## config.mk

```make
export PLATFORM = sky130hd
export DESIGN_NAME = exc_stacker
export DESIGN_NICKNAME = d
export VERILOG_FILES = /design/src/rtl/exc_pkg.sv /design/src/rtl/exc_ret_detect.sv /design/src/rtl/exc_frame_addr.sv /design/src/rtl/exc_seq_ctrl.sv /design/src/rtl/exc_stacker.sv
export SDC_FILE = /design/constraint.sdc
export NUM_CORES = 1
export LEC_CHECK = 0
export BUFFER_PORTS_ARGS = -buffer_cell sky130_fd_sc_hd__buf_4
export CORE_ASPECT_RATIO = 1.5
export CORE_MARGIN = 2
export CORE_UTILIZATION = 51
export DETAILED_ROUTE_END_ITERATION = 10
export PLACE_DENSITY = 0.88
export RECOVER_POWER = 50
export SLEW_MARGIN = 20
export SYNTH_ARGS = -nofsm -noshare
export SYNTH_HDL_FRONTEND = slang
export SYNTH_HIERARCHICAL = 1
export SYNTH_SLANG_ARGS = --single-unit
```

## constraint.sdc

```tcl
create_clock -name clk -period 2.5 [get_ports clk]
set_input_delay 0.125 -clock clk [delete_from_list [all_inputs] [get_ports clk]]
set_output_delay 0.125 -clock clk [all_outputs]
set_load 0.1 [all_outputs]
```

## src/rtl/exc_pkg.sv

```systemverilog
package exc_pkg;

  localparam int          WORD_W      = 32;
  localparam int          REG_IDX_W   = 5;
  localparam int          FRAME_WORDS = 8;
  localparam int          SLOT_W      = $clog2(FRAME_WORDS);
  localparam logic [WORD_W-1:0] FRAME_BYTES = WORD_W'(FRAME_WORDS * 4);

  localparam logic [REG_IDX_W-1:0] IDX_R12 = 5'd12;
  localparam logic [REG_IDX_W-1:0] IDX_SP  = 5'd13;
  localparam logic [REG_IDX_W-1:0] IDX_LR  = 5'd14;
  localparam logic [REG_IDX_W-1:0] IDX_PC  = 5'd15;
  localparam logic [REG_IDX_W-1:0] IDX_PSR = 5'd16;

  localparam logic [WORD_W-1:0] RET_TOKEN = 32'hFFFF_FFF9;
  localparam logic [WORD_W-1:0] RET_MASK  = 32'hFFFF_FFF0;

  typedef enum logic [2:0] {
    ST_IDLE,
    ST_SP_DEC,
    ST_PUSH,
    ST_LR_SET,
    ST_VEC,
    ST_SP_RD,
    ST_POP,
    ST_SP_INC
  } seq_state_t;

  // register held in a given frame slot (ascending address order)
  function automatic logic [REG_IDX_W-1:0] frame_reg(input logic [SLOT_W-1:0] slot);
    case (slot)
      3'd4:    frame_reg = IDX_R12;
      3'd5:    frame_reg = IDX_LR;
      3'd6:    frame_reg = IDX_PC;
      3'd7:    frame_reg = IDX_PSR;
      default: frame_reg = {2'b00, slot};
    endcase
  endfunction

  function automatic logic [WORD_W-1:0] slot_offset(input logic [SLOT_W-1:0] slot);
    slot_offset = {{(WORD_W-SLOT_W-2){1'b0}}, slot, 2'b00};
  endfunction

  function automatic logic is_ret_target(input logic [WORD_W-1:0] t);
    is_ret_target = ((t & RET_MASK) == RET_MASK);
  endfunction

endpackage

```

## src/rtl/exc_ret_detect.sv

```systemverilog
module exc_ret_detect
  import exc_pkg::*;
(
  input  logic              branch_valid,
  input  logic [WORD_W-1:0] branch_target,
  output logic              ret_hit
);

  assign ret_hit = branch_valid && is_ret_target(branch_target);

endmodule

```

## src/rtl/exc_frame_addr.sv

```systemverilog
module exc_frame_addr
  import exc_pkg::*;
#(
  parameter int                NUM_W    = 6,
  parameter logic [WORD_W-1:0] VEC_BASE = '0
) (
  input  logic [WORD_W-1:0] sp_now,
  input  logic [WORD_W-1:0] base,
  input  logic [SLOT_W-1:0] slot,
  input  logic [NUM_W-1:0]  num,
  output logic [WORD_W-1:0] sp_dec,
  output logic [WORD_W-1:0] sp_inc,
  output logic [WORD_W-1:0] slot_addr,
  output logic [WORD_W-1:0] vec_addr
);

  localparam int PAD_W = WORD_W - NUM_W - 2;

  assign sp_dec    = sp_now - FRAME_BYTES;
  assign sp_inc    = base + FRAME_BYTES;
  assign slot_addr = base + slot_offset(slot);
  assign vec_addr  = VEC_BASE + {{PAD_W{1'b0}}, num, 2'b00};

endmodule

```

## src/rtl/exc_seq_ctrl.sv

```systemverilog
module exc_seq_ctrl
  import exc_pkg::*;
#(
  parameter int NUM_W = 6
) (
  input  logic                 clk,
  input  logic                 rst_n,
  input  logic                 exc_req,
  input  logic [NUM_W-1:0]     exc_num,
  input  logic                 insn_boundary,
  input  logic                 ret_hit,
  input  logic [WORD_W-1:0]    rf_rd_data,
  input  logic                 mem_ready,
  input  logic [WORD_W-1:0]    mem_rdata,
  input  logic [WORD_W-1:0]    sp_dec,
  input  logic [WORD_W-1:0]    sp_inc,
  input  logic [WORD_W-1:0]    slot_addr,
  input  logic [WORD_W-1:0]    vec_addr,
  output logic [REG_IDX_W-1:0] rf_rd_idx,
  output logic                 rf_wr_en,
  output logic [REG_IDX_W-1:0] rf_wr_idx,
  output logic [WORD_W-1:0]    rf_wr_data,
  output logic                 mem_valid,
  output logic                 mem_write,
  output logic [WORD_W-1:0]    mem_addr,
  output logic [WORD_W-1:0]    mem_wdata,
  output logic                 busy,
  output logic                 fault,
  output logic [WORD_W-1:0]    base_q,
  output logic [SLOT_W-1:0]    slot_q,
  output logic [NUM_W-1:0]     num_q,
  output logic                 stack_phase,
  output logic                 vec_phase,
  output logic                 unstack_phase,
  output logic                 pc_load
);

  localparam logic [SLOT_W-1:0] LAST_SLOT = SLOT_W'(FRAME_WORDS - 1);

  seq_state_t            state_q, state_d;
  logic [WORD_W-1:0]     base_d;
  logic [SLOT_W-1:0]     slot_d;
  logic [NUM_W-1:0]      num_d;
  logic                  fault_d;

  always_comb begin
    state_d    = state_q;
    base_d     = base_q;
    slot_d     = slot_q;
    num_d      = num_q;
    fault_d    = 1'b0;
    rf_rd_idx  = IDX_SP;
    rf_wr_en   = 1'b0;
    rf_wr_idx  = IDX_SP;
    rf_wr_data = '0;
    mem_valid  = 1'b0;
    mem_write  = 1'b0;
    mem_addr   = '0;
    mem_wdata  = '0;
    pc_load    = 1'b0;
    case (state_q)
      ST_IDLE: begin
        if (ret_hit) begin
          state_d = ST_SP_RD;
        end else if (exc_req && insn_boundary) begin
          state_d = ST_SP_DEC;
          num_d   = exc_num;
        end
      end
      ST_SP_DEC: begin
        rf_rd_idx  = IDX_SP;
        rf_wr_en   = 1'b1;
        rf_wr_idx  = IDX_SP;
        rf_wr_data = sp_dec;
        base_d     = sp_dec;
        slot_d     = '0;
        state_d    = ST_PUSH;
      end
      ST_PUSH: begin
        rf_rd_idx = frame_reg(slot_q);
        mem_valid = 1'b1;
        mem_write = 1'b1;
        mem_addr  = slot_addr;
        mem_wdata = rf_rd_data;
        if (mem_ready) begin
          if (slot_q == LAST_SLOT) state_d = ST_LR_SET;
          else                     slot_d  = slot_q + 1'b1;
        end
      end
      ST_LR_SET: begin
        rf_wr_en   = 1'b1;
        rf_wr_idx  = IDX_LR;
        rf_wr_data = RET_TOKEN;
        state_d    = ST_VEC;
      end
      ST_VEC: begin
        mem_valid = 1'b1;
        mem_addr  = vec_addr;
        if (mem_ready) begin
          state_d = ST_IDLE;
          if (mem_rdata[0]) begin
            rf_wr_en   = 1'b1;
            rf_wr_idx  = IDX_PC;
            rf_wr_data = mem_rdata & ~32'd1;
            pc_load    = 1'b1;
          end else begin
            fault_d = 1'b1;
          end
        end
      end
      ST_SP_RD: begin
        rf_rd_idx = IDX_SP;
        base_d    = rf_rd_data;
        slot_d    = LAST_SLOT;
        state_d   = ST_POP;
      end
      ST_POP: begin
        mem_valid = 1'b1;
        mem_addr  = slot_addr;
        if (mem_ready) begin
          rf_wr_en   = 1'b1;
          rf_wr_idx  = frame_reg(slot_q);
          rf_wr_data = mem_rdata;
          if (slot_q == '0) state_d = ST_SP_INC;
          else              slot_d  = slot_q - 1'b1;
        end
      end
      ST_SP_INC: begin
        rf_wr_en   = 1'b1;
        rf_wr_idx  = IDX_SP;
        rf_wr_data = sp_inc;
        state_d    = ST_IDLE;
      end
      default: state_d = ST_IDLE;
    endcase
  end

  always_ff @(posedge clk) begin
    if (!rst_n) begin
      state_q <= ST_IDLE;
      base_q  <= '0;
      slot_q  <= '0;
      num_q   <= '0;
      fault   <= 1'b0;
    end else begin
      state_q <= state_d;
      base_q  <= base_d;
      slot_q  <= slot_d;
      num_q   <= num_d;
      fault   <= fault_d;
    end
  end

  assign busy          = (state_q != ST_IDLE);
  assign stack_phase   = (state_q == ST_SP_DEC) || (state_q == ST_PUSH);
  assign vec_phase     = (state_q == ST_VEC);
  assign unstack_phase = (state_q == ST_SP_RD) || (state_q == ST_POP) ||
                         (state_q == ST_SP_INC);

endmodule

```

## src/rtl/exc_stacker.sv

```systemverilog
module exc_stacker
  import exc_pkg::*;
#(
  parameter int                NUM_W    = 6,
  parameter logic [WORD_W-1:0] VEC_BASE = '0
) (
  input  logic                 clk,
  input  logic                 rst_n,
  input  logic                 exc_req,
  input  logic [NUM_W-1:0]     exc_num,
  input  logic                 insn_boundary,
  input  logic                 branch_valid,
  input  logic [WORD_W-1:0]    branch_target,
  output logic                 ret_hit,
  output logic [REG_IDX_W-1:0] rf_rd_idx,
  input  logic [WORD_W-1:0]    rf_rd_data,
  output logic                 rf_wr_en,
  output logic [REG_IDX_W-1:0] rf_wr_idx,
  output logic [WORD_W-1:0]    rf_wr_data,
  output logic                 mem_valid,
  output logic                 mem_write,
  output logic [WORD_W-1:0]    mem_addr,
  output logic [WORD_W-1:0]    mem_wdata,
  input  logic                 mem_ready,
  input  logic [WORD_W-1:0]    mem_rdata,
  output logic                 busy,
  output logic                 fault
);

  logic [WORD_W-1:0] base_q;
  logic [SLOT_W-1:0] slot_q;
  logic [NUM_W-1:0]  num_q;
  logic [WORD_W-1:0] sp_dec, sp_inc, slot_addr, vec_addr;
  logic              stack_phase, vec_phase, unstack_phase, pc_load;
  logic              ret_raw;

  exc_ret_detect u_ret (
    .branch_valid  (branch_valid),
    .branch_target (branch_target),
    .ret_hit       (ret_raw)
  );

  // a return is only meaningful while the core is running
  assign ret_hit = ret_raw && !busy;

  exc_frame_addr #(
    .NUM_W    (NUM_W),
    .VEC_BASE (VEC_BASE)
  ) u_addr (
    .sp_now    (rf_rd_data),
    .base      (base_q),
    .slot      (slot_q),
    .num       (num_q),
    .sp_dec    (sp_dec),
    .sp_inc    (sp_inc),
    .slot_addr (slot_addr),
    .vec_addr  (vec_addr)
  );

  exc_seq_ctrl #(
    .NUM_W (NUM_W)
  ) u_ctrl (
    .clk           (clk),
    .rst_n         (rst_n),
    .exc_req       (exc_req),
    .exc_num       (exc_num),
    .insn_boundary (insn_boundary),
    .ret_hit       (ret_hit),
    .rf_rd_data    (rf_rd_data),
    .mem_ready     (mem_ready),
    .mem_rdata     (mem_rdata),
    .sp_dec        (sp_dec),
    .sp_inc        (sp_inc),
    .slot_addr     (slot_addr),
    .vec_addr      (vec_addr),
    .rf_rd_idx     (rf_rd_idx),
    .rf_wr_en      (rf_wr_en),
    .rf_wr_idx     (rf_wr_idx),
    .rf_wr_data    (rf_wr_data),
    .mem_valid     (mem_valid),
    .mem_write     (mem_write),
    .mem_addr      (mem_addr),
    .mem_wdata     (mem_wdata),
    .busy          (busy),
    .fault         (fault),
    .base_q        (base_q),
    .slot_q        (slot_q),
    .num_q         (num_q),
    .stack_phase   (stack_phase),
    .vec_phase     (vec_phase),
    .unstack_phase (unstack_phase),
    .pc_load       (pc_load)
  );

endmodule

```

Yosys cells after proc, flatten, opt, wreduce, memory -nomap -nowiden
Cells that the tools add are included. W data, S select, Z words.

Add/sub/neg operators: 5. Equality and inequality tests: 20. Muxes and demuxes: 33. Bitwise logic cells: 1. Reduce and logical (&&, ||, !) cells: 16.

Operator list (number): $pmux W32 S5 (1); $mux W32 (4); $pmux W32 S2 (2); $mux W3 (11); $add A32 B5 Y32 (1); $add A32 B6 Y32 const B (1); $sub A32 B6 Y32 const B (1); $eq A28 B28 Y1 const B (1); $eq A3 B3 Y1 const B (8); $pmux W3 S8 (1); $pmux W5 S4 (1); $mux W5 (3); $pmux W5 S3 (1); $pmux W3 S4 (1); $ne A2 B2 Y1 const B (5); $eq A3 B2 Y1 const B (2); $logic_not A3 Y1 (2); $mux W1 (6); $reduce_and A3 Y1 (2); $reduce_and A6 Y1 (1); $reduce_or A3 Y1 (2); $reduce_and A5 Y1 (1); $ne A2 B1 Y1 const B (2); $reduce_bool A4 Y1 (1); other kinds (12) (14).

Register bits: 45. Bits of input ports: 108. Output and inout port bits: 112. Logic and storage cells: 80.

Depth between registers and ports, before layout
Gate-level depths: netlist (run 1).

Depth after elaboration: 5. Mapped depth: 10. Gate-level depth less buffers: 8.

Modules after synthesis
The synthesis (run 1) kept the hierarchy.

By module, submodules not included: exc_seq_ctrl (times used 1, cells each 473, area an instance 3664.8 um2, seq. area each 900.9 um2); exc_frame_addr (times used 1, cells each 279, area an instance 1956.9 um2, seq. area each 0.0 um2); exc_ret_detect (times used 1, cells each 10, area an instance 76.3 um2, seq. area each 0.0 um2); exc_stacker (times used 1, cells each 1, area an instance 13.8 um2, seq. area each 0.0 um2).

Worst setup path before layout (run 1)
Ideal clock, no wire load.

Path type: register to register. From: reg u_ctrl.state_q[2]. To: reg u_ctrl.num_q[0]. Setup time: 0.076 ns. Data arrival time: 3.382 ns. Required time: 2.424 ns. Path slack: -0.958 ns. Stages on the path, launching flop included: 11. Path buffers: 4. Clock period less this slack: 3.458 ns. Cell sequence: dfxtp_1 > buf_2 > inv_1 > clkbuf_1 > clkbuf_1 > nand3_1 > nor2b_4 > or4_1 > clkbuf_1 > o21ai_0 > a21boi_0.

Longest elaborated chain between the ends: 5. Elaborated cells on any way between the ends: 6. Those cells by class: 1 x bitwise; 5 x reduce/logical.

Ends and longest elaborated chain: from (decl) (RTL line exc_seq_ctrl.sv:40) `seq_state_t state_q, state_d;`; from (signal assigned) (RTL line exc_seq_ctrl.sv:146) `state_q <= state_d;`; $reduce_bool A3 Y1 (RTL line exc_seq_ctrl.sv:154) `assign busy = (state_q != ST_IDLE);`; named net busy (RTL line exc_stacker.sv:26) `output logic busy,`; $logic_not A1 Y1 (RTL line exc_stacker.sv:44) `assign ret_hit = ret_raw && !busy;`; $logic_and A1 B1 Y1 (RTL line exc_stacker.sv:44); named net ret_hit (RTL line exc_stacker.sv:14) `output logic ret_hit,`; $not A1 Y1 (no source line); $reduce_and A3 Y1 (no source line); to (signal assigned) (RTL line exc_seq_ctrl.sv:149) `num_q <= num_d;`; to (decl) (RTL line exc_seq_ctrl.sv:31) `output logic [NUM_W-1:0] num_q,`.

The timed path passes the listed nets, and every way through them passes these cells. A chain may end at the register's enable or synchronous reset.

Worst setup path after layout (run 1)
From: in rf_rd_data[16]. To: out rf_wr_data[27].

Longest elaborated chain between the ends: 2.

Ends and longest elaborated chain: from (decl) (RTL line exc_stacker.sv:16) `input logic [WORD_W-1:0] rf_rd_data,`; $sub A32 B6 Y32 (RTL line exc_frame_addr.sv:19) `assign sp_dec = sp_now - FRAME_BYTES;`; named net sp_dec[27] (RTL line exc_stacker.sv:33) `logic [WORD_W-1:0] sp_dec, sp_inc, slot_addr, vec_addr;`; $pmux W32 S5 (RTL line exc_seq_ctrl.sv:61) `case (state_q)`; to (decl) (RTL line exc_stacker.sv:19) `output logic [WORD_W-1:0] rf_wr_data,`.

The timed path passes the listed nets, and every way through them passes these cells.

==> flow_metrics.tcl, run 1 <==
set metrics [dict create \
    critPathCaptureType "primary output" \
    reg2reg_slack_ps 250 \
    final_cell_mix "buf_4 (249), nand2_1 (81), nor2_1 (49), xnor2_1 (40), and3_1 (38)" \
    drtIter0Drc 708 \
    wl_per_cell_um 22.7 \
    cts_tree "done" \
    num_io_pins 220 \
    die_w_um 90.3 \
    layout_min_cycle_time_ps 2860 \
    start_kind "input port" \
    failed_checks "negative setup slack" \
    area_delta_synth_final_pct 54.2 \
    overflow 0 \
    leakage_nw 4.24 \
    fill_cells 692 \
    globalplace.congestion 0.958 \
    p_per_area_nw_per_um2 823 \
    place_area_um2 7690 \
    rsz0062_at_grt "true" \
    layout_setup_ws_ps -363 \
    cp.arrival_ps 2740 \
    worstPathRequired_ps 2380 \
    htree_levels 2 \
    grt_usage_pct 36.9 \
    wl_um 25800 \
    peakVddDrop_mv 0.719 \
    firstDrtPassIters 6 \
    grt_max_degree 52 \
    fin_skew_ps 6.47 \
    grt_pass1_vias 6939 \
    place.detailed.hpwl_um 16300 \
    vias_per_cell 6.39 \
    route.detailed.drc 0 \
    clkSinkCount 45 \
    hold_class "in -> reg" \
    finalCoreUtilization_pct 80.2 \
    cp_max_fo 5 \
    outcome "complete, but fails checks" \
    dieHeight_um 133 \
    tightest_slew_ps 1180 \
    start_util_pct 52.0 \
    dp_slack_ps -415 \
    synth_warnings 6 \
    routed-via-count 7261 \
    finalPower_mw 7.22 \
    finalSetupViolations 29 \
    antenna_found_initial 0 \
    drive_above_1_share_pct 44.3 \
    antenna_left 0 \
    grt_pass1_wl_um 35600 \
    clk_latency_ps 300 \
    post-route-period-util_pct 115 \
    syn_area_per_cell_um2 7.49 \
    fp.coreArea_um2 10900 \
    insertedDiodeCount 0 \
    drv_cap 0 \
    numCtsBuffers 5 \
    port_buffers 215 \
    final_common_cell "buf_4" \
    syn_inst 760 \
    placement_rows 47 \
    dieArea_um2 12000 \
    relSlewSlack_pct 21.9 \
    path_clk_slew_ps 70 \
    synth_area_um2 5690 \
    stdcell_area_um2 8780 \
    cts_root_buf "clkbuf_16" \
    max_freq_mhz 349 \
    drv_slew 0 \
    criticalPathCategory "in -> out" \
    clk_path_buf_depth 2 \
    hold_viol_final 0 \
    fin_nets 1104 \
]
-- registers in the layout, indices dropped and copies added (netlist names) --
name            count
u_ctrl/slot_q       3
u_ctrl/base_q      32
u_ctrl/num_q        6
u_ctrl/fault        1
u_ctrl/state_q      3
-- where the power goes --
part	internal, mW	switching [mW]
Sequential	0.914	0.274
Clock	0.571	0.303
Combinational	1.57	3.59
-- metal layers --
metal | vias up | part of all wire, % | global-route usage, %
li1 | 3131 | - | -
met1 | 3390 | 31 | 34.7
met2 | 555 | 52 | 70.8
met3 | 185 | 7.8 | 6.33
met4 | 0 | 9.3 | 26.8
met5 | - | 0 | 0
-- final timing paths --
check	startpoint	end	cells after the start
worst max register to register	u_ctrl/state_q[0]	u_ctrl/slot_q[1]	5
worst max-delay path	rf_rd_data[16]	rf_wr_data[27]	9
worst min register to register	u_ctrl/num_q[1]	u_ctrl/num_q[1]	2
worst min-delay path	exc_num[1]	u_ctrl/num_q[1]	3
-- what timing repair did --
item / CTS / global route
buffers inserted: 7 / 16
pin swaps: 21 / 54
resized for setup: 99 / 82
hold buffers: 0 / 0
endpoints found under the setup margin: 43 / 43
gates cloned: 1 / 0
-- final cells by class --
type	instances	area, um2	share of cell area (%)
clock buffers	5	125	1.43
clock inverters	3	65.1	0.741
inverters	15	56.3	0.641
multi-input cells	613	4710	53.6
flip-flops and latches	45	915	10.4
well taps	147	184	2.10
repair buffers	309	2730	31.0
-- through the flow --
stage,TNS [ps],hold WS (ps),instances
2_1_floorplan,-1070,281,785
4_1_cts,-1030,101,1121
5_1_grt,-5950,116,1137
6_report,-3680,98.8,1137
3_5_place_dp,-3480,413,1105
3_3_place_gp,-2990,407,1105
-- worst max-delay path, stage by stage --
cell and delay (ps):
buf_6 90, or4_4 560, or4b_4 620, nor4_4 450, xor2_1 200, nor2_2 190, o21ai_2 70, a22o_4 260
buf_12 160
(Power assumes the default switching activity.)
==> run 2: changes to the inputs <==
ABC_AREA = 1   (was default)
CORE_UTILIZATION = 47   (was 51)
PLACE_DENSITY = 0.84   (was 0.88)
clock period = 2.55 ns   (was 2.5 ns; I/O delays follow)
==> run 2 against run 1 <==
Compared with the run above: the run now ends clean; via count is 2.2% higher; count of clock-buffer cells in the layout is 1 higher; critical path depth is 3 higher.
==> flow_metrics.tcl, run 2 <==
set metrics [dict create \
    num_io_pins 220 \
    leakage_nw 4.31 \
    dieHeight_um 145 \
    globalplace.congestion 0.957 \
    post-route-period-util_pct 96.3 \
    cts_tree "done" \
    path_clk_slew_ps 60 \
    p_per_area_nw_per_um2 1150 \
    drv_slew 0 \
    hold_viol_final 0 \
    top_register "u_ctrl/base_q" \
    die_w_um 98 \
    place.detailed.hpwl_um 17200 \
    antenna_found_initial 0 \
    start_kind "flip-flop" \
    drv_cap 0 \
    vias_per_cell 5.20 \
    fin_nets 1383 \
    start_util_pct 48.1 \
    numCtsBuffers 5 \
    stdcell_area_um2 7920 \
    final_cell_mix "nand2_1 (243), buf_4 (180), nor2_1 (165), inv_1 (161), o21ai_0 (120)" \
    hold_class "in -> reg" \
    place_area_um2 7810 \
    largest_reg_flops 32 \
    cp_max_fo 4 \
    cts_root_buf "clkbuf_16" \
    area_delta_synth_final_pct 27.1 \
    clkSinkCount 45 \
    syn_area_per_cell_um2 5.76 \
    routed-via-count 7424 \
    synth_warnings 6 \
    grt_pass1_vias 6992 \
    drtIter0Drc 554 \
    grt_max_degree 54 \
    fill_cells 1344 \
    antenna_left 0 \
    grt_pass1_wl_um 34200 \
    layout_setup_ws_ps 95.1 \
    drive_above_1_share_pct 26.6 \
    fin_skew_ps 5.07 \
    outcome "finished clean" \
    dieArea_um2 14200 \
    clk_path_buf_depth 2 \
    layout_min_cycle_time_ps 2450 \
    cp.arrival_ps 2330 \
    final_common_cell "nand2_1" \
    tightest_slew_ps 1190 \
    wl_um 21200 \
    port_buffers 215 \
    syn_inst 1081 \
    criticalPathCategory "reg -> out" \
    worstPathRequired_ps 2420 \
    insertedDiodeCount 0 \
    htree_levels 2 \
    peakVddDrop_mv 0.784 \
    synth_area_um2 6230 \
    placement_rows 51 \
    overflow 0 \
    critPathCaptureType "primary output" \
    wl_per_cell_um 14.9 \
    finalSetupViolations 0 \
    relSlewSlack_pct 21.0 \
    max_freq_mhz 407 \
    dp_slack_ps 191 \
    reg_top3 "u_ctrl/base_q (32), u_ctrl/num_q (6)" \
    firstDrtPassIters 5 \
    clk_latency_ps 290 \
    fp.coreArea_um2 13000 \
    route.detailed.drc 0 \
    grt_usage_pct 28.9 \
]
[run 2: final timing paths]
path                                   startpoint         endpoint  slack [ps]  cells past startpoint
worst max-delay path             u_ctrl/base_q[2]     mem_addr[16]         100                     12
worst min-delay path                 mem_rdata[0]     u_ctrl/fault          30                      2
worst max register to register  u_ctrl/state_q[1]  u_ctrl/num_q[0]         510                      7
worst min register to register    u_ctrl/num_q[0]  u_ctrl/num_q[0]         520                      2
[run 2: cell type report]
cell class / count / area, um2 / area share, %
clock inverter: 2 / 10.0 / 0.126
tap: 159 / 199 / 2.51
timing repair buffer: 238 / 1730 / 21.8
inverter: 172 / 646 / 8.15
clock buffer: 6 / 129 / 1.63
multi-input combinational: 806 / 4300 / 54.3
sequential: 45 / 907 / 11.5
[run 2: timing repair]
action                                  in CTS  in global routing
pin swaps                                    0                  4
endpoints found under the setup margin       9                 23
resized for setup                            8                 24
hold buffers                                 0                  0
buffers inserted                             0                  1
[run 2: through the flow]
| stage | TNS, ps | power (mW) | util [%] | std cells | hold slack, ps |
|---|---|---|---|---|---|
| after CTS | 0 | 9.21 | 61.6 | 1427 | 22.2 |
| after floorplan | -11520 | 7.06 | - | 1106 | 204 |
| after detailed placement | 0 | 8.55 | 60.3 | 1419 | 326 |
| final | 0 | 9.12 | 61.1 | 1428 | 27.4 |
| after global routing | -11.2 | 9.54 | 61.1 | 1428 | 24.7 |
| after global placement | 0 | 8.51 | 60.3 | 1419 | 325 |
[run 2: per-layer routing]
metal  global-route usage, %  routed length, um  vias up
met2                    50.8              10700      310
met4                    9.86                610        0
li1                        -                  -     3720
met5                       0                  0        -
met3                    2.17               1300       42
met1                    36.8               8620     3352
[run 2: worst max-delay path, cell delays in order (launching register included)]
cell     delay [ps]
dfxtp_4         380
ha_4            130
inv_2            40
fa_2            360
inv_2            70
nand2_1          60
nand2_2         130
inv_2            80
nor2_4          120
nand2_1          80
xor2_1          140
a22o_2          230
buf_4           230
[run 2: power breakdown]
part | leakage (nW) | internal, mW | total (mW) | switching (mW)
sequential | 0.369 | 0.898 | 1.17 | 0.275
combinational | 3.87 | 1.53 | 7.32 | 5.79
clock | 0.0706 | 0.360 | 0.631 | 0.270
total | 4.31 | 2.79 | 9.12 | 6.33
